<file path="src/rtl/dram_fe_pkg.sv">
package dram_fe_pkg;

  typedef enum logic [2:0] {
    CYC_IDLE     = 3'd0,
    CYC_READ     = 3'd1,
    CYC_WRITE    = 3'd2,
    CYC_ROW_ONLY = 3'd3,
    CYC_CTR_REF  = 3'd4,
    CYC_HIDDEN   = 3'd5
  } cyc_e;

endpackage

</file>
<file path="src/rtl/dfe_strobe_sampler.sv">
module dfe_strobe_sampler #(
  parameter int ADDR_W = 11
) (
  input  logic              clk,
  input  logic              rst,
  input  logic              ras_n,
  input  logic              cas_n,
  input  logic              we_n,
  input  logic              oe_n,
  input  logic [ADDR_W-1:0] addr,
  output logic              s_ras,
  output logic              s_cas,
  output logic              s_we,
  output logic              s_oe,
  output logic [ADDR_W-1:0] s_addr,
  output logic              ras_fall,
  output logic              ras_rise,
  output logic              cas_fall,
  output logic              cas_rise
);

  logic p_ras, p_cas;

  always_ff @(posedge clk) begin
    if (rst) begin
      s_ras  <= 1'b1;
      s_cas  <= 1'b1;
      s_we   <= 1'b1;
      s_oe   <= 1'b1;
      s_addr <= '0;
      p_ras  <= 1'b1;
      p_cas  <= 1'b1;
    end else begin
      s_ras  <= ras_n;
      s_cas  <= cas_n;
      s_we   <= we_n;
      s_oe   <= oe_n;
      s_addr <= addr;
      p_ras  <= s_ras;
      p_cas  <= s_cas;
    end
  end

  assign ras_fall = p_ras & ~s_ras;
  assign ras_rise = ~p_ras & s_ras;
  assign cas_fall = p_cas & ~s_cas;
  assign cas_rise = ~p_cas & s_cas;

endmodule

</file>
<file path="src/rtl/dfe_refresh_ctr.sv">
module dfe_refresh_ctr #(
  parameter int CTR_W = 11
) (
  input  logic             clk,
  input  logic             rst,
  input  logic             step,
  output logic [CTR_W-1:0] count
);

  always_ff @(posedge clk) begin
    if (rst)       count <= '0;
    else if (step) count <= count + 1'b1;
  end

  AST_CTR_STEP: assert property (@(posedge clk) disable iff (rst)
    step |=> count == $past(count) + 1'b1);
  AST_CTR_HOLD: assert property (@(posedge clk) disable iff (rst)
    !step |=> $stable(count));

endmodule

</file>
<file path="src/rtl/dfe_cycle_fsm.sv">
module dfe_cycle_fsm
  import dram_fe_pkg::*;
#(
  parameter int ROW_W = 11,
  parameter int COL_W = 10
) (
  input  logic             clk,
  input  logic             rst,
  input  logic             s_ras,
  input  logic             s_cas,
  input  logic             s_we,
  input  logic             s_oe,
  input  logic [ROW_W-1:0] s_addr,
  input  logic             ras_fall,
  input  logic             ras_rise,
  input  logic             cas_fall,
  input  logic             cas_rise,
  input  logic [ROW_W-1:0] ref_row,
  output logic             ref_step,
  output logic [ROW_W-1:0] row_q,
  output logic [COL_W-1:0] col_q,
  output cyc_e             type_q,
  output logic             row_act,
  output logic             dout_en
);

  cyc_e             type_n;
  logic [ROW_W-1:0] row_n;
  logic [COL_W-1:0] col_n;
  logic             hold_q, hold_n;
  logic             act_n, dout_n;

  always_comb begin
    type_n   = type_q;
    row_n    = row_q;
    col_n    = col_q;
    hold_n   = hold_q;
    act_n    = 1'b0;
    ref_step = 1'b0;

    if (s_ras && s_cas) begin
      type_n = CYC_IDLE;
      hold_n = 1'b0;
    end
    if (ras_rise && !s_cas && (type_q == CYC_READ || type_q == CYC_HIDDEN))
      hold_n = 1'b1;
    if (cas_rise)
      hold_n = 1'b0;

    if (ras_fall) begin
      act_n = 1'b1;
      if (!s_cas) begin
        row_n    = ref_row;
        ref_step = 1'b1;
        type_n   = hold_q ? CYC_HIDDEN : CYC_CTR_REF;
        hold_n   = 1'b0;
      end else begin
        row_n  = s_addr;
        type_n = CYC_ROW_ONLY;
      end
    end else if (cas_fall && !s_ras) begin
      col_n  = s_addr[COL_W-1:0];
      type_n = s_we ? CYC_READ : CYC_WRITE;
    end else if (!s_ras && !s_cas && !s_we && type_q == CYC_READ) begin
      type_n = CYC_WRITE;
    end

    dout_n = !s_cas && !s_oe && s_we &&
             (type_n == CYC_READ || type_n == CYC_HIDDEN);
  end

  always_ff @(posedge clk) begin
    if (rst) begin
      type_q  <= CYC_IDLE;
      row_q   <= '0;
      col_q   <= '0;
      hold_q  <= 1'b0;
      row_act <= 1'b0;
      dout_en <= 1'b0;
    end else begin
      type_q  <= type_n;
      row_q   <= row_n;
      col_q   <= col_n;
      hold_q  <= hold_n;
      row_act <= act_n;
      dout_en <= dout_n;
    end
  end

  AST_ACT_ONE_CYCLE: assert property (@(posedge clk) disable iff (rst)
    row_act |=> !row_act);
  AST_DOUT_CLASS: assert property (@(posedge clk) disable iff (rst)
    dout_en |-> (type_q == CYC_READ || type_q == CYC_HIDDEN));
  AST_REF_NO_DOUT: assert property (@(posedge clk) disable iff (rst)
    (type_q == CYC_CTR_REF || type_q == CYC_ROW_ONLY || type_q == CYC_WRITE) |-> !dout_en);
  AST_ROW_ONLY_KEEPS_COL: assert property (@(posedge clk) disable iff (rst)
    (row_act && type_q == CYC_ROW_ONLY) |-> $stable(col_q));
  AST_REF_STEPS_CTR: assert property (@(posedge clk) disable iff (rst)
    (row_act && (type_q == CYC_CTR_REF || type_q == CYC_HIDDEN)) |-> $past(ref_step));

endmodule

</file>
<file path="src/rtl/dram_strobe_frontend.sv">
module dram_strobe_frontend #(
  parameter int ROW_W = 11,
  parameter int COL_W = 10
) (
  input  logic             clk,
  input  logic             rst,
  input  logic             ras_n,
  input  logic             cas_n,
  input  logic             we_n,
  input  logic             oe_n,
  input  logic [ROW_W-1:0] addr,
  output logic [ROW_W-1:0] row_q,
  output logic [COL_W-1:0] col_q,
  output logic [2:0]       cyc_type,
  output logic             row_act,
  output logic             dout_en
);

  import dram_fe_pkg::*;

  logic             s_ras, s_cas, s_we, s_oe;
  logic [ROW_W-1:0] s_addr;
  logic             ras_fall, ras_rise, cas_fall, cas_rise;
  logic [ROW_W-1:0] ref_row;
  logic             ref_step;
  cyc_e             type_q;

  dfe_strobe_sampler #(.ADDR_W(ROW_W)) u_sampler (
    .clk(clk), .rst(rst),
    .ras_n(ras_n), .cas_n(cas_n), .we_n(we_n), .oe_n(oe_n), .addr(addr),
    .s_ras(s_ras), .s_cas(s_cas), .s_we(s_we), .s_oe(s_oe), .s_addr(s_addr),
    .ras_fall(ras_fall), .ras_rise(ras_rise),
    .cas_fall(cas_fall), .cas_rise(cas_rise)
  );

  dfe_refresh_ctr #(.CTR_W(ROW_W)) u_ctr (
    .clk(clk), .rst(rst), .step(ref_step), .count(ref_row)
  );

  dfe_cycle_fsm #(.ROW_W(ROW_W), .COL_W(COL_W)) u_fsm (
    .clk(clk), .rst(rst),
    .s_ras(s_ras), .s_cas(s_cas), .s_we(s_we), .s_oe(s_oe), .s_addr(s_addr),
    .ras_fall(ras_fall), .ras_rise(ras_rise),
    .cas_fall(cas_fall), .cas_rise(cas_rise),
    .ref_row(ref_row), .ref_step(ref_step),
    .row_q(row_q), .col_q(col_q), .type_q(type_q),
    .row_act(row_act), .dout_en(dout_en)
  );

  assign cyc_type = type_q;

  AST_IDLE_WHEN_HIGH: assert property (@(posedge clk) disable iff (rst)
    (s_ras && s_cas) |=> cyc_type == 3'd0);

endmodule

</file>
<file path="config.mk">
export PLATFORM = sky130hd
export DESIGN_NAME = dram_strobe_frontend
export DESIGN_NICKNAME = d
export VERILOG_FILES = /design/src/rtl/dram_fe_pkg.sv /design/src/rtl/dfe_strobe_sampler.sv /design/src/rtl/dfe_refresh_ctr.sv /design/src/rtl/dfe_cycle_fsm.sv /design/src/rtl/dram_strobe_frontend.sv
export SDC_FILE = /design/constraint.sdc
export NUM_CORES = 1
export LEC_CHECK = 0
export BUFFER_PORTS_ARGS = -buffer_cell sky130_fd_sc_hd__buf_2
export CAP_MARGIN = 20
export CORE_MARGIN = 10
export CORE_UTILIZATION = 58
export DETAILED_ROUTE_END_ITERATION = 10
export PLACE_DENSITY = 0.83
export SETUP_SLACK_MARGIN = 0.02
export SLEW_MARGIN = 5
export SYNTH_ARGS = -nofsm -noshare
export SYNTH_HDL_FRONTEND = slang
export SYNTH_SLANG_ARGS = --single-unit
</file>
<file path="constraint.sdc">
create_clock -name clk -period 2.3 [get_ports clk]
set_input_delay 0.345 -clock clk [delete_from_list [all_inputs] [get_ports clk]]
set_output_delay 0.345 -clock clk [all_outputs]
set_load 0.1 [all_outputs]
</file>
After elaboration in Yosys (flattened, before gate mapping)
Cells that the tools add are included.
{"block": "classes", "add_sub_neg": 1, "eq_ne": 4, "mux": 16, "bitwise_logic": 9, "n_reduce_logical": 17}
{"operator": "$mux 3", "count": 5}
{"operator": "$add 11x1->11 const B", "count": 1}
{"operator": "$mux 11", "count": 1}
{"operator": "$logic_and 1x1->1", "count": 10}
{"operator": "$mux 1", "count": 9}
{"operator": "$eq 3x1->1 const B", "count": 2}
{"operator": "$eq 3x3->1 const B", "count": 2}
{"operator": "$not 1->1", "count": 5}
{"operator": "$and 1x1->1", "count": 4}
{"operator": "$logic_not 1->1", "count": 4}
{"operator": "$logic_or 1x1->1", "count": 2}
{"operator": "$mux 2", "count": 1}
{"operator": "$reduce_and 2->1", "count": 1}
{"block": "word_totals", "ff_bits": 55, "input_bits": 17, "out_inout_bits": 26, "elab_cells": 61}

Longest topological paths before layout
{"block": "logic_depth", "ltp_word": 10, "ltp_mapped": 7, "depth_no_buf": 5}

Hierarchy
Synthesis repeated with hierarchy kept, for this count alone.
{"block": "hier_totals", "hier_cells": 213, "hier_area_um2": 2164.6}
{"mod": "dfe_cycle_fsm", "instances": 1, "cells_each": 119, "area_per_inst_um2": 1159.9, "seq_area_each_um2": 540.5}
{"mod": "dfe_refresh_ctr", "instances": 1, "cells_each": 55, "area_per_inst_um2": 513.0, "seq_area_each_um2": 220.2}
{"mod": "dfe_strobe_sampler", "instances": 1, "cells_each": 39, "area_per_inst_um2": 491.7, "seq_area_each_um2": 340.3}

Worst setup path before layout
Ideal clock, no wire load.
{"block": "synth_path", "kind": "reg-to-reg", "startpoint": "reg u_fsm.type_q[2]", "endpoint": "reg u_fsm.dout_en", "setup_ns": 0.103, "t_arrival_ns": 1.854, "required_time_ns": 2.197, "setup_slack_ns": 0.343, "stages_incl_launch_ff": 5, "path_buffers": 0, "synth_period_minus_slack_ns": 1.957, "path_cell_list": "dfxtp_1 or4_1 o2111ai_1 a221o_2 a2111oi_2"}
{"block": "synth_via", "elab_chain_len": 8, "word_cells_on_any_way": 10, "classes_between": "3 x eq/ne; 4 x mux; 3 x reduce/logical"}
{"element": "from (decl)", "line_no": "dfe_cycle_fsm.sv:22", "rtl": "output cyc_e type_q,"}
{"element": "from (signal assigned)", "line_no": "dfe_cycle_fsm.sv:81", "rtl": "type_q <= type_n;"}
{"element": "$eq 3x1->1", "line_no": "dfe_cycle_fsm.sv:64", "rtl": "end else if (!s_ras && !s_cas && !s_we && type_q == CYC_READ) begin"}
{"element": "$logic_and 1x1->1", "line_no": "dfe_cycle_fsm.sv:64"}
{"element": "$mux 3 *", "line_no": "dfe_cycle_fsm.sv:64"}
{"element": "$mux 3 *", "line_no": "dfe_cycle_fsm.sv:61", "rtl": "end else if (cas_fall && !s_ras) begin"}
{"element": "$mux 3 *", "line_no": "dfe_cycle_fsm.sv:50", "rtl": "if (ras_fall) begin"}
{"element": "$eq 3x1->1 / $eq 3x3->1 (equally long branches)", "line_no": "dfe_cycle_fsm.sv:69", "rtl": "(type_n == CYC_READ || type_n == CYC_HIDDEN);"}
{"element": "$logic_or 1x1->1 *", "line_no": "dfe_cycle_fsm.sv:69"}
{"element": "$logic_and 1x1->1 *", "line_no": "dfe_cycle_fsm.sv:68", "rtl": "dout_n = !s_cas && !s_oe && s_we &&"}
{"element": "to (signal assigned)", "line_no": "dfe_cycle_fsm.sv:86", "rtl": "dout_en <= dout_n;"}
{"element": "to (decl)", "line_no": "dfe_cycle_fsm.sv:24", "rtl": "output logic dout_en"}
Every way passes the cells marked *; elsewhere a longest branch is shown, timed or not.
A chain may end at the register's enable or synchronous reset.

Worst setup path in the final report
{"block": "layout_path", "startpoint": "reg u_sampler.s_cas", "endpoint": "reg u_ctr.count[5]"}
{"block": "layout_via", "elab_chain_len": 2}
{"element": "from (decl)", "line_no": "dfe_strobe_sampler.sv:12", "rtl": "output logic s_cas,"}
{"element": "from (signal assigned)", "line_no": "dfe_strobe_sampler.sv:35", "rtl": "s_cas <= cas_n;"}
{"element": "$mux 1", "line_no": "dfe_cycle_fsm.sv:52", "rtl": "if (!s_cas) begin"}
{"element": "$mux 1", "line_no": "dfe_cycle_fsm.sv:50"}
{"element": "to (signal assigned)", "line_no": "dfe_refresh_ctr.sv:12", "rtl": "else if (step) count <= count + 1'b1;"}
{"element": "to (decl)", "line_no": "dfe_refresh_ctr.sv:7", "rtl": "output logic [CTR_W-1:0] count"}
Every way passes these cells.

==> results.json <==
{
  "outcome": "complete, no violations",
  "die_h_um": 81,
  "post-route-period-util": 0.787,
  "hpwl_mm": 3.22,
  "rr_worst_depth": 4,
  "num_io_pins": 43,
  "worst_ir_drop_vdd_v": 0.000459,
  "floorplan.die_area_um2": 6560,
  "clock_tree_from_tritoncts": "done",
  "worst_r2r_end": "u_ctr.count[5]",
  "worstSetupPathType": "flop to flop",
  "detail-route-antenna-nets": 0,
  "drv.max_cap_violation_count": 0,
  "worst_hold_start": "cas_n",
  "start_util": 0.594,
  "critPathMaxFanout": 18,
  "initialDrtViolationCount": 126,
  "synthesis.area_per_instance_um2": 9.51,
  "die_w_um": 81,
  "antenna_found_initial": 0,
  "final_core_utilization": 0.674,
  "start_kind": "flop",
  "design.final.nets": 282,
  "required_ns": 2.46,
  "antennaDiodeCount": 0,
  "num_rows": 22,
  "synth_flop_cell": "sky130_fd_sc_hd__dfxtp_1",
  "cts_resizes": 0,
  "worst_hold_slack_ns": 0.219,
  "post_synth_inst_count": 227,
  "syn_nets": 245,
  "cts_buffer_depth": 2,
  "cp_data_arrival_time_ns": 1.97,
  "globalRouteTotalUtil": 0.146,
  "cts_sinks": 55,
  "synth_cell_types": 37,
  "static_leakage_uw": 0.00103,
  "synth_enable_flop_cells": 0,
  "ys.warnings.count": 0,
  "cts-buffers-inserted": 5,
  "via_count_normalized_by_instance_count": 5.31,
  "worst_r2r_startpoint": "u_sampler.s_cas",
  "yosys_register_bits": 55,
  "worst_setup_path_endpoint": "u_ctr.count[5]",
  "relSlewSlack": 0.420,
  "design.core.area_um2": 3630,
  "final.min_clock_period_ns": 1.81,
  "place.gp.congestion": 0.834,
  "rsz0062_at_grt": "no",
  "drc_errors": 0,
  "clkLatencyLatePin_ns": 0.31,
  "grt_pass1_vias": 1647,
  "drt_pass1_iterations": 4,
  "cts_setup_buffers": 0,
  "routed-via-count": 1656,
  "finalSetupTns_ns": 0,
  "syn_to_final_growth_pct": 13.4,
  "drive_above_1_share": 0.250,
  "synthArstFlopShare": 0,
  "wl_per_cell_um": 14.7,
  "global_route.overflow_total": 0,
  "worst_pin_slew_ns": 0.869,
  "io_buffer_count": 42,
  "grt_max_degree": 54,
  "most_common_cell_after_layout_fill_and_taps_aside": "sky130_fd_sc_hd__dfxtp_1",
  "cts-htree-levels": 2,
  "crit_path_end_kind": "flop",
  "setup_viol": 0,
  "first_pass_grt_wire_length_mm": 7.65,
  "crit_start": "u_sampler.s_cas",
  "synthesis.area_um2": 2160,
  "detail_route.wirelength_mm": 4.58,
  "timing_max_transition_violations_final": 0,
  "report.final.hold_viol_count": 0,
  "hp-class": "input port to flop",
  "cts.reportedPaths.clkPinSlew_ns": 0.09,
  "worst_clock_skew_ns": 0.0103,
  "cts_root_buf": "sky130_fd_sc_hd__clkbuf_8",
  "clock.fmax_mhz": 553,
  "cts_hold_buffers": 0,
  "regToRegSetupSlack_ns": 0.49,
  "mostFrequentLayoutCells": "sky130_fd_sc_hd__dfxtp_1 (55), sky130_fd_sc_hd__buf_2 (42), sky130_fd_sc_hd__nand2_1 (29)",
  "yosysSeqAreaShare": 0.510,
  "power.density_nw_per_um2": 715
}
[Yosys cell counts (all sizes together) (2+ instances only)]
library cell / instances / area share
dfxtp: 55 / 0.51
nand2: 29 / 0.050
nor2: 25 / 0.043
nor2b: 14 / 0.041
mux2i: 13 / 0.060
a21oi: 12 / 0.028
a211oi: 11 / 0.038
buf: 8 / 0.027
clkbuf: 7 / 0.012
inv: 6 / 0.010
or2: 6 / 0.017
xnor2: 6 / 0.024
nand3: 3 / 0.0070
nor3: 3 / 0.0070
o21ai: 3 / 0.0070
xor2: 3 / 0.012
a32oi: 2 / 0.0081
nand4: 2 / 0.0058
nor4: 2 / 0.012
nor4b: 2 / 0.015
or3: 2 / 0.0058
[metrics by stage]
step	setup WS, ns	cell area [um^2]	instances	power, uW
after floorplan	0.343	2160	227	1230
after global placement	0.570	2370	305	1270
after detailed placement	0.512	2370	305	1270
after CTS	0.498	2450	312	1760
after global routing	0.341	2450	312	1810
final	0.490	2450	312	1750
[area by class of cell]
| class | count | area [um^2] |
|---|---|---|
| Multi-Input combinational cell | 151 | 950 |
| Inverter | 6 | 22.5 |
| Fill cell | 328 | 1180 |
| Clock buffer | 5 | 68.8 |
| Tap cell | 48 | 60.1 |
| Sequential cell | 55 | 1100 |
| Clock inverter | 2 | 13.8 |
| Timing Repair Buffer | 45 | 233 |
[worst min path at each step]
stage                            to  slack [ns]  depth (start not counted)
global route        u_sampler.s_cas        0.21                          2
finish              u_sampler.s_cas        0.22                          2
global placement      u_fsm.dout_en        0.41                          1
CTS                  u_sampler.s_we        0.21                          2
floorplan             u_fsm.dout_en        0.40                          1
detailed placement    u_fsm.dout_en        0.41                          1
[registers in the layout, summed over array words and instances, names as in the netlist]
name / count
u_ctr.count: 11
u_fsm.col_q: 10
u_fsm.dout_en: 1
u_fsm.hold_q: 1
u_fsm.row_act: 1
u_fsm.row_q: 11
u_fsm.type_q: 3
u_sampler.p_cas: 1
u_sampler.p_ras: 1
u_sampler.s_addr: 11
u_sampler.s_cas: 1
u_sampler.s_oe: 1
u_sampler.s_ras: 1
u_sampler.s_we: 1
[critical path: stages (launching register included)]
cell and delay, ns:
sky130_fd_sc_hd__dfxtp_1 0.52, sky130_fd_sc_hd__nand4bb_1 0.50, sky130_fd_sc_hd__or3_1 0.46, sky130_fd_sc_hd__xor2_1 0.14, sky130_fd_sc_hd__nor2_1 0.05
[per-layer routing]
layer | GRT usage | vias to the layer above | part of all wire
met3 | 0.0464 | 5 | 0.064
met5 | 0 | - | 0
li1 | - | 834 | -
met2 | 0.240 | 45 | 0.48
met1 | 0.172 | 772 | 0.44
met4 | 0.0588 | 0 | 0.0096
[logic make-up (layout without fill, tap and decap cells)]
kind of cell               Yosys count  in the layout  share of synthesized area
xor gates and xnor gates             9              9                     0.0365
buffers and inverters               21             58                     0.0499
and+or+nand+nor                     95             95                      0.234
DFF                                 55             55                      0.510
adders and majority gates            1              1                    0.00580
AOI/OAI and AO/OA                   33             33                      0.104
muxes                               13             13                     0.0603
[report_power, final]
group / switching [uW] / internal (uW)
Clock: 296 / 209
Sequential: 28.8 / 984
Combinational: 174 / 59.8
Power figures use the tool's default switching activity.
